--- src/rtl/pbb_pkg.sv ---
package pbb_pkg;

  localparam int PBB_AW = 15;
  localparam int PBB_DW = 32;
  localparam int PBB_HW = PBB_DW / 2;

  typedef enum logic [1:0] {
    ST_IDLE,
    ST_ISSUE,
    ST_STROBE,
    ST_RESP
  } pbb_state_e;

  // Offset presented on the peripheral bus for one transfer.
  function automatic logic [PBB_AW-1:0] lane_addr(
    input logic [PBB_AW-1:1] a,
    input logic              is16,
    input logic              half,
    input logic              sel_lo
  );
    if (half)      return {a, 1'b0};
    else if (is16) return {a[PBB_AW-1:2], sel_lo, 1'b0};
    else           return {a[PBB_AW-1:2], 2'b00};
  endfunction

  // Write lanes toward the module: 16-bit targets get one halfword low.
  function automatic logic [PBB_DW-1:0] lane_wdata(
    input logic [PBB_DW-1:0] w,
    input logic              is16,
    input logic              sel_lo
  );
    if (is16) return {{PBB_HW{1'b0}}, (sel_lo ? w[PBB_HW-1:0] : w[PBB_DW-1:PBB_HW])};
    else      return w;
  endfunction

  // Fold one returned peripheral word into the processor-side result.
  function automatic logic [PBB_DW-1:0] lane_rmerge(
    input logic [PBB_DW-1:0] acc,
    input logic [PBB_DW-1:0] rd,
    input logic              is16,
    input logic              half,
    input logic              sel_lo
  );
    logic [PBB_HW-1:0] zh;
    zh = '0;
    if (is16 && !half)
      return sel_lo ? {acc[PBB_DW-1:PBB_HW], rd[PBB_HW-1:0]}
                    : {rd[PBB_HW-1:0], acc[PBB_HW-1:0]};
    else if (is16)
      return sel_lo ? {zh, rd[PBB_HW-1:0]} : {rd[PBB_HW-1:0], zh};
    else if (!half)
      return rd;
    else
      return sel_lo ? {zh, rd[PBB_HW-1:0]} : {rd[PBB_DW-1:PBB_HW], zh};
  endfunction

endpackage

--- src/rtl/pbb_ce_gen.sv ---
module pbb_ce_gen (
  input  logic clk,
  input  logic rst_n,
  input  logic half,
  output logic ce
);
  always_ff @(posedge clk or negedge rst_n) begin
    if (!rst_n) ce <= 1'b0;
    else        ce <= half ? ~ce : 1'b1;
  end
endmodule

--- src/rtl/pbb_decode.sv ---
module pbb_decode #(
  parameter int                    NMOD          = 4,
  parameter logic [NMOD*15-1:0]    MOD_BASE      = {15'h7000, 15'h4000, 15'h1000, 15'h0000},
  parameter logic [NMOD*5-1:0]     MOD_SPAN_LOG2 = {5'd11, 5'd10, 5'd12, 5'd12},
  parameter logic [NMOD-1:0]       MOD_IS16      = 4'b0110
) (
  input  logic [pbb_pkg::PBB_AW-1:0] addr,
  output logic                       hit,
  output logic                       is16
);
  localparam int AW = pbb_pkg::PBB_AW;
  localparam int IW = (NMOD > 1) ? $clog2(NMOD) : 1;

  logic [NMOD-1:0] hit_vec;
  logic [IW-1:0]   idx;

  for (genvar gi = 0; gi < NMOD; gi++) begin : g_win
    localparam logic [AW-1:0] BASE = MOD_BASE[gi*AW +: AW];
    localparam int            SPAN = int'(MOD_SPAN_LOG2[gi*5 +: 5]);
    assign hit_vec[gi] = ((addr ^ BASE) >> SPAN) == '0;
  end

  // Lowest region index wins if parameters overlap.
  always_comb begin
    hit = 1'b0;
    idx = '0;
    for (int i = NMOD - 1; i >= 0; i--) begin
      if (hit_vec[i]) begin
        hit = 1'b1;
        idx = IW'(i);
      end
    end
  end

  assign is16 = MOD_IS16[idx];
endmodule

--- src/rtl/pbb_lane.sv ---
module pbb_lane
  import pbb_pkg::*;
(
  input  logic              is16,
  input  logic              half,
  input  logic              wr,
  input  logic [PBB_AW-1:1] a,
  input  logic              part_cur,
  input  logic              part_nx,
  input  logic [PBB_DW-1:0] wdata,
  input  logic [PBB_DW-1:0] rd,
  input  logic [PBB_DW-1:0] acc,
  output logic [PBB_AW-1:0] addr_nx,
  output logic [PBB_DW-1:0] wdata_nx,
  output logic [PBB_DW-1:0] acc_nx,
  output logic              two_part
);
  logic sel_lo_nx, sel_lo_cur;

  assign sel_lo_nx  = half ? a[1] : part_nx;
  assign sel_lo_cur = half ? a[1] : part_cur;
  assign two_part   = is16 && !half;
  assign addr_nx    = lane_addr(a, is16, half, sel_lo_nx);
  assign wdata_nx   = wr ? lane_wdata(wdata, is16, sel_lo_nx) : '0;
  assign acc_nx     = lane_rmerge(acc, rd, is16, half, sel_lo_cur);
endmodule

--- src/rtl/pbus_bridge.sv ---
module pbus_bridge
  import pbb_pkg::*;
#(
  parameter int                 NMOD          = 4,
  parameter logic [NMOD*15-1:0] MOD_BASE      = {15'h7000, 15'h4000, 15'h1000, 15'h0000},
  parameter logic [NMOD*5-1:0]  MOD_SPAN_LOG2 = {5'd11, 5'd10, 5'd12, 5'd12},
  parameter logic [NMOD-1:0]    MOD_IS16      = 4'b0110
) (
  input  logic              clk,
  input  logic              rst_n,
  input  logic              cfg_half_speed,
  input  logic              req_valid,
  input  logic              req_write,
  input  logic              req_burst,
  input  logic              req_size,
  input  logic [PBB_AW-1:0] req_addr,
  input  logic [PBB_DW-1:0] req_wdata,
  output logic              rsp_ack,
  output logic              rsp_err,
  output logic [PBB_DW-1:0] rsp_rdata,
  output logic              pb_ce,
  output logic              pb_sel,
  output logic              pb_write,
  output logic              pb_half,
  output logic [PBB_AW-1:0] pb_addr,
  output logic [PBB_DW-1:0] pb_wdata,
  input  logic [PBB_DW-1:0] pb_rdata
);
  pbb_state_e        state;
  logic              cap_write, cap_half, cap_is16, part, resp_err;
  logic [PBB_AW-1:1] cap_addr;
  logic [PBB_DW-1:0] cap_wdata, acc;

  logic              dec_hit, dec_is16;
  logic [PBB_AW-1:0] ln_addr;
  logic [PBB_DW-1:0] ln_wdata, ln_acc;
  logic              ln_two;
  logic              part_nx;

  // Named internal events for the checker.
  logic ev_accept, ev_reject, ev_close;

  pbb_ce_gen u_ce (
    .clk   (clk),
    .rst_n (rst_n),
    .half  (cfg_half_speed),
    .ce    (pb_ce)
  );

  pbb_decode #(
    .NMOD          (NMOD),
    .MOD_BASE      (MOD_BASE),
    .MOD_SPAN_LOG2 (MOD_SPAN_LOG2),
    .MOD_IS16      (MOD_IS16)
  ) u_dec (
    .addr (req_addr),
    .hit  (dec_hit),
    .is16 (dec_is16)
  );

  assign part_nx = (state == ST_STROBE);

  pbb_lane u_lane (
    .is16     (cap_is16),
    .half     (cap_half),
    .wr       (cap_write),
    .a        (cap_addr),
    .part_cur (part),
    .part_nx  (part_nx),
    .wdata    (cap_wdata),
    .rd       (pb_rdata),
    .acc      (acc),
    .addr_nx  (ln_addr),
    .wdata_nx (ln_wdata),
    .acc_nx   (ln_acc),
    .two_part (ln_two)
  );

  assign ev_accept = (state == ST_IDLE) && req_valid && !req_burst && dec_hit;
  assign ev_reject = (state == ST_IDLE) && req_valid && (req_burst || !dec_hit);
  assign ev_close  = (state == ST_STROBE) && pb_ce;

  always_ff @(posedge clk or negedge rst_n) begin
    if (!rst_n) begin
      state     <= ST_IDLE;
      cap_write <= 1'b0;
      cap_half  <= 1'b0;
      cap_is16  <= 1'b0;
      cap_addr  <= '0;
      cap_wdata <= '0;
      part      <= 1'b0;
      resp_err  <= 1'b0;
      acc       <= '0;
      pb_sel    <= 1'b0;
      pb_write  <= 1'b0;
      pb_half   <= 1'b0;
      pb_addr   <= '0;
      pb_wdata  <= '0;
    end else begin
      case (state)
        ST_IDLE: begin
          if (req_valid) begin
            cap_write <= req_write;
            cap_half  <= req_size;
            cap_is16  <= dec_is16;
            cap_addr  <= req_addr[PBB_AW-1:1];
            cap_wdata <= req_wdata;
            part      <= 1'b0;
            acc       <= '0;
            resp_err  <= ev_reject;
            state     <= ev_reject ? ST_RESP : ST_ISSUE;
          end
        end
        ST_ISSUE: begin
          if (pb_ce) begin
            pb_sel   <= 1'b1;
            pb_write <= cap_write;
            pb_half  <= cap_half || cap_is16;
            pb_addr  <= ln_addr;
            pb_wdata <= ln_wdata;
            state    <= ST_STROBE;
          end
        end
        ST_STROBE: begin
          if (pb_ce) begin
            acc <= ln_acc;
            if (ln_two && !part) begin
              part     <= 1'b1;
              pb_addr  <= ln_addr;
              pb_wdata <= ln_wdata;
            end else begin
              pb_sel   <= 1'b0;
              pb_write <= 1'b0;
              state    <= ST_RESP;
            end
          end
        end
        ST_RESP: state <= ST_IDLE;
        default: state <= ST_IDLE;
      endcase
    end
  end

  assign rsp_ack   = (state == ST_RESP) && !resp_err;
  assign rsp_err   = (state == ST_RESP) && resp_err;
  assign rsp_rdata = (rsp_ack && !cap_write) ? acc : '0;
endmodule

--- config.mk ---
export PLATFORM = sky130hd
export DESIGN_NAME = pbus_bridge
export DESIGN_NICKNAME = d
export VERILOG_FILES = /design/src/rtl/pbb_pkg.sv /design/src/rtl/pbb_ce_gen.sv /design/src/rtl/pbb_decode.sv /design/src/rtl/pbb_lane.sv /design/src/rtl/pbus_bridge.sv
export SDC_FILE = /design/constraint.sdc
export NUM_CORES = 1
export LEC_CHECK = 0
export BUFFER_PORTS_ARGS = -buffer_cell sky130_fd_sc_hd__buf_2
export CORE_ASPECT_RATIO = 0.6
export CORE_MARGIN = 2
export CORE_UTILIZATION = 50
export CTS_BUF_LIST = sky130_fd_sc_hd__clkbuf_16
export DETAILED_ROUTE_END_ITERATION = 8
export PLACE_DENSITY = 0.86
export SKIP_CTS_REPAIR_TIMING = 1
export SYNTH_ARGS = -nofsm -noshare
export SYNTH_HDL_FRONTEND = slang
export SYNTH_SLANG_ARGS = --single-unit
export TNS_END_PERCENT = 30
--- constraint.sdc ---
create_clock -name clk -period 5.8 [get_ports clk]
set_input_delay 1.16 -clock clk [delete_from_list [all_inputs] [get_ports clk]]
set_output_delay 1.16 -clock clk [all_outputs]
set_load 0.1 [all_outputs]
After elaboration in Yosys (flattened, before gate mapping):

Cells that the tools add are included.

* register bits after elaboration: 136
* bits of input ports: 86
* word-level logic and storage cells: 112

* order comparisons: 1
* equality and inequality tests: 10
* muxes and demuxes: 52
* bitwise gates (word level): 4
* reductions and logical operators: 29

Operators by type and width (number)
* 32-bit 2-to-1 mux: 14
* 32-bit one-hot mux with 2 select lines: 2
* 15-bit logical NOT: 4
* 15-bit 2-to-1 mux: 3
* 15-bit one-hot mux with 2 select lines: 1
* 4-bit AND reduction: 6
* 2-bit 2-to-1 mux: 11
* 16-bit 2-to-1 mux: 1
* 1-bit 2-to-1 mux: 15
* 2-bit inequality test, second input constant: 4
* 2-bit one-hot mux with 4 select lines: 1
* 1-bit logical AND: 7
* 3-bit inequality test, second input constant: 2
* 1-bit one-hot mux with 2 select lines: 3
* 1-bit logical NOT: 5
* 2-bit equality test, second input constant: 2
* 2-bit AND reduction: 2
* 2-bit nonzero test: 2
* 2-bit by 3-bit < comparator with 1-bit output, second input constant: 1
* 1-bit inverter: 3
* 3-bit inverter: 1
* 1-bit binary-select mux with 2-bit select: 1
* 2-bit by 1-bit equality test with 1-bit output, second input constant: 1
* 2-bit logical NOT: 1
* 2 further kinds: 3

Logic depth before layout (Yosys ltp):

* word-level depth: 12
* depth in mapped cells: 8
* mapped depth without buffers: 6

Cells and area by module:

A second synthesis with hierarchy kept.

* cells, all modules: 647
* area total of the unflattened synthesis: 7028.0 um2

By module, submodules not included
* pbus_bridge: instances 1, cells each 436, area each 5731.7 um2, sequential area each 3378.2 um2
* pbb_lane: instances 1, cells each 203, area each 1221.2 um2, sequential area each 0.0 um2
* pbb_decode: instances 1, cells each 6, area each 46.3 um2, sequential area each 0.0 um2
* pbb_ce_gen: instances 1, cells each 2, area each 28.8 um2, sequential area each 25.0 um2

Least setup slack after synthesis:

OpenSTA, ideal clock, no wires.

* kind: register to output
* from: reg state[1]
* to: out rsp_rdata[10]
* arrival: 3.235 ns
* required time: 4.640 ns
* slack: 1.405 ns
* cell stages (with the launch flop): 6
* buffers on the path: 1
* cell sequence: dfrtp_1 -> ha_1 -> nor2b_1 -> nor2b_1 -> clkbuf_1 -> and2_1

* longest elaborated chain between the ends: 4

RTL lines
* start: declaration: RTL line pbus_bridge.sv:29 `pbb_state_e state;`
* start signal: assignment: RTL line pbus_bridge.sv:111 `state <= ev_reject ? ST_RESP : ST_ISSUE;`
* 2-bit equality test: RTL line pbus_bridge.sv:144 `assign rsp_ack = (state == ST_RESP) && !resp_err;`
* 1-bit logical AND: RTL line pbus_bridge.sv:144
* via rsp_ack: RTL line pbus_bridge.sv:18 `output logic rsp_ack,`
* 1-bit logical AND: RTL line pbus_bridge.sv:146 `assign rsp_rdata = (rsp_ack && !cap_write) ? acc : '0;`
* 32-bit 2-to-1 mux: RTL line pbus_bridge.sv:146
* end: declaration: RTL line pbus_bridge.sv:20 `output logic [PBB_DW-1:0] rsp_rdata,`

The timed path passes the listed nets, and every way through them passes these cells.

Final worst setup path:

* from: reg state[1]
* to: out rsp_rdata[17]

* longest elaborated chain between the ends: 4

RTL lines (RTL line)
* 2-bit equality test: pbus_bridge.sv:144
* 1-bit logical AND: pbus_bridge.sv:144
* 1-bit logical AND: pbus_bridge.sv:146
* 32-bit 2-to-1 mux: pbus_bridge.sv:146

No other way between the ends.

==> impl_metrics.json <==
{
  "synth_top_family_by_area": "multiplexers",
  "fin_ws_ns": 2.43,
  "die-height_um": 88.6,
  "holdCritPathClass": "flip-flop to flip-flop",
  "fp-row-count": 30,
  "synth-main-ff-cell": "dfrtp_1",
  "overflow": 0,
  "setup_viol": 0,
  "insertion_delay_ns": 0.40,
  "ys_ff_latch": 135,
  "nNetsFinal": 754,
  "synth_fp_nets": 591,
  "synth-compound-area-share": 0.0949,
  "io_buffers": 168,
  "crit_path_end_kind": "output port",
  "period_needed_ns": 3.37,
  "ys_seq_area_frac": 0.567,
  "grt_max_degree": 71,
  "n_antenna_cell": 0,
  "die_w_um": 145,
  "cts.path.max_buffers": 2,
  "antenna_found_initial": 0,
  "clock_skew_ns": 0.00961,
  "final_cells": 837,
  "tightest_slew_ns": 1.20,
  "vias": 4422,
  "grtUsageTotal": 0.238,
  "post-route-util": 0.654,
  "synthCells": 501,
  "cpPeakStageDelay_ns": 0.44,
  "yosys.cell_types.count": 41,
  "clk_pin_slew_ns": 0.06,
  "crit_buf_inv": 2,
  "synth-simple-area-share": 0.129,
  "cp_top_family": "buffers and inverters",
  "cts_made_buffers": 17,
  "core_area_mm2": 0.0114,
  "drv_cap": 0,
  "dp_hpwl_um": 10000,
  "drt_wl_total_um": 14400,
  "cp.required_ns": 4.64,
  "syn_area_mm2": 0.00596,
  "max_freq_mhz": 296,
  "grt_pass1_vias": 4612,
  "cts_tree": "done",
  "final_cell_mix": "buf_2, dfrtp_1, mux2_2",
  "rsz0062_at_grt": "no",
  "synth.avg_cell_area_um2": 11.9,
  "htreeDepth": 4,
  "finalMaxSlewViolations": 0,
  "wl_per_cell_um": 17.2,
  "initial_utilization": 0.521,
  "place_ws_ns": 2.73,
  "cpMaxStageDelayCell": "buf_2",
  "layout_commonest_cell": "buf_2",
  "clock_sinks": 135,
  "nFillCells": 882,
  "crit_chain": "ha_1 > nor2b_1 > nor2b_1 > buf_4 > and2_1 > buf_2",
  "critical_path_arrival_ns": 2.21,
  "crit_path_max_fanout": 32,
  "relSlewSlack": 0.198,
  "async_flop_share": 1.00,
  "dp.cells": 805,
  "grt_pass1_wl_um": 23500,
  "drc_errors": 0,
  "via_per_inst": 5.28,
  "yosys.area_share.adder": 0.00840,
  "outcome": "finished clean",
  "path_class": "flip-flop to output port",
  "synth_edf_count": 0,
  "fin_crit_sh": 0.582,
  "dieArea_mm2": 0.0128,
  "drt-initial-drc-count": 212,
  "hold_viol": 0,
  "fin_setup_tns_ns": 0,
  "layout-drive-gt1-share": 0.433,
  "crit_top_cell": "nor2b_1",
  "yosysWarnings": 0,
  "synthMuxAreaShare": 0.170,
  "start_kind": "flip-flop",
  "gp_congestion": 0.764,
  "firstDrtPassIters": 5,
  "synth-xor-area-share": 0,
  "io_pins": 171,
  "area_growth_pct": 25.6,
  "cts_root_buffer": "clkbuf_16",
  "drtAntennaViolNets": 0
}
==> Yosys cell counts, drive strengths merged (4+ instances only) <==
library cell,count,area [um^2]
nor2b,5,31.3
nand2b,18,113
ha,4,50.1
and2,33,206
clkbuf,22,82.6
mux2i,16,160
a21oi,19,95.1
o21ai,37,185
buf,9,70.1
nand3,17,85.1
inv,7,26.3
a22o,16,140
dfrtp,135,3380
nand2,59,221
mux2,76,856
==> per-stage QoR <==
stage / hold slack (ns) / instance area (um^2)
after detailed placement: 0.465 / 6920
after floorplan: 0.446 / 5960
after CTS: 0.479 / 7490
final: 0.473 / 7490
after global routing: 0.515 / 7490
after global placement: 0.456 / 6920
==> cell type report <==
type / count / area, um^2 / share of cell area
clock buffer: 17 / 425 / 0.0568
sequential: 135 / 3380 / 0.451
tap: 160 / 200 / 0.0267
inverter: 7 / 26.3 / 0.00351
multi-input combinational: 328 / 2410 / 0.323
clock inverter: 15 / 141 / 0.0189
timing repair buffer: 175 / 900 / 0.120
==> registers in the layout (all words and copies together) (netlist names), 2 cells and up <==
| signal | count |
|---|---|
| state | 2 |
| pb_addr | 14 |
| acc | 32 |
| cap_wdata | 32 |
| cap_addr | 14 |
| pb_wdata | 32 |
==> worst paths after layout <==
path / startpoint / end / slack [ns] / cells after the start
setup / recovery: state[1] / rsp_rdata[17] / 2.43 / 6
hold / removal: pb_wdata[23] / pb_wdata[23] / 0.47 / 2
setup reg to reg: cap_is16 / acc[10] / 2.94 / 4
hold reg to reg: pb_wdata[23] / pb_wdata[23] / 0.47 / 2
max in group asynchronous: rst_n / pb_wdata[5] / 3.71 / 2
min in group asynchronous: rst_n / pb_wdata[18] / 0.73 / 1
==> routing by layer <==
metal | global-route usage | routed length (um)
met5 | 0 | 0
met4 | 0.0711 | 93
met3 | 0.0557 | 803
met2 | 0.379 | 6730
met1 | 0.332 | 6790
==> worst reg2reg max path: stages (launching register included) <==
cell and delay [ns]:
dfrtp_1 0.84, nand4bb_2 0.40, nand4_4 0.32, a2111oi_4 0.97, a22o_1 0.26
==> cell families after synthesis <==
group / Yosys count
compound gates: 86
other cells: 1
simple gates: 145
mux: 92
flops: 135
fa+ha+maj: 4
buf+inv: 38
Power is not shown: default switching activity piles up to over one toggle a cycle in this logic, so the estimate is an artifact.
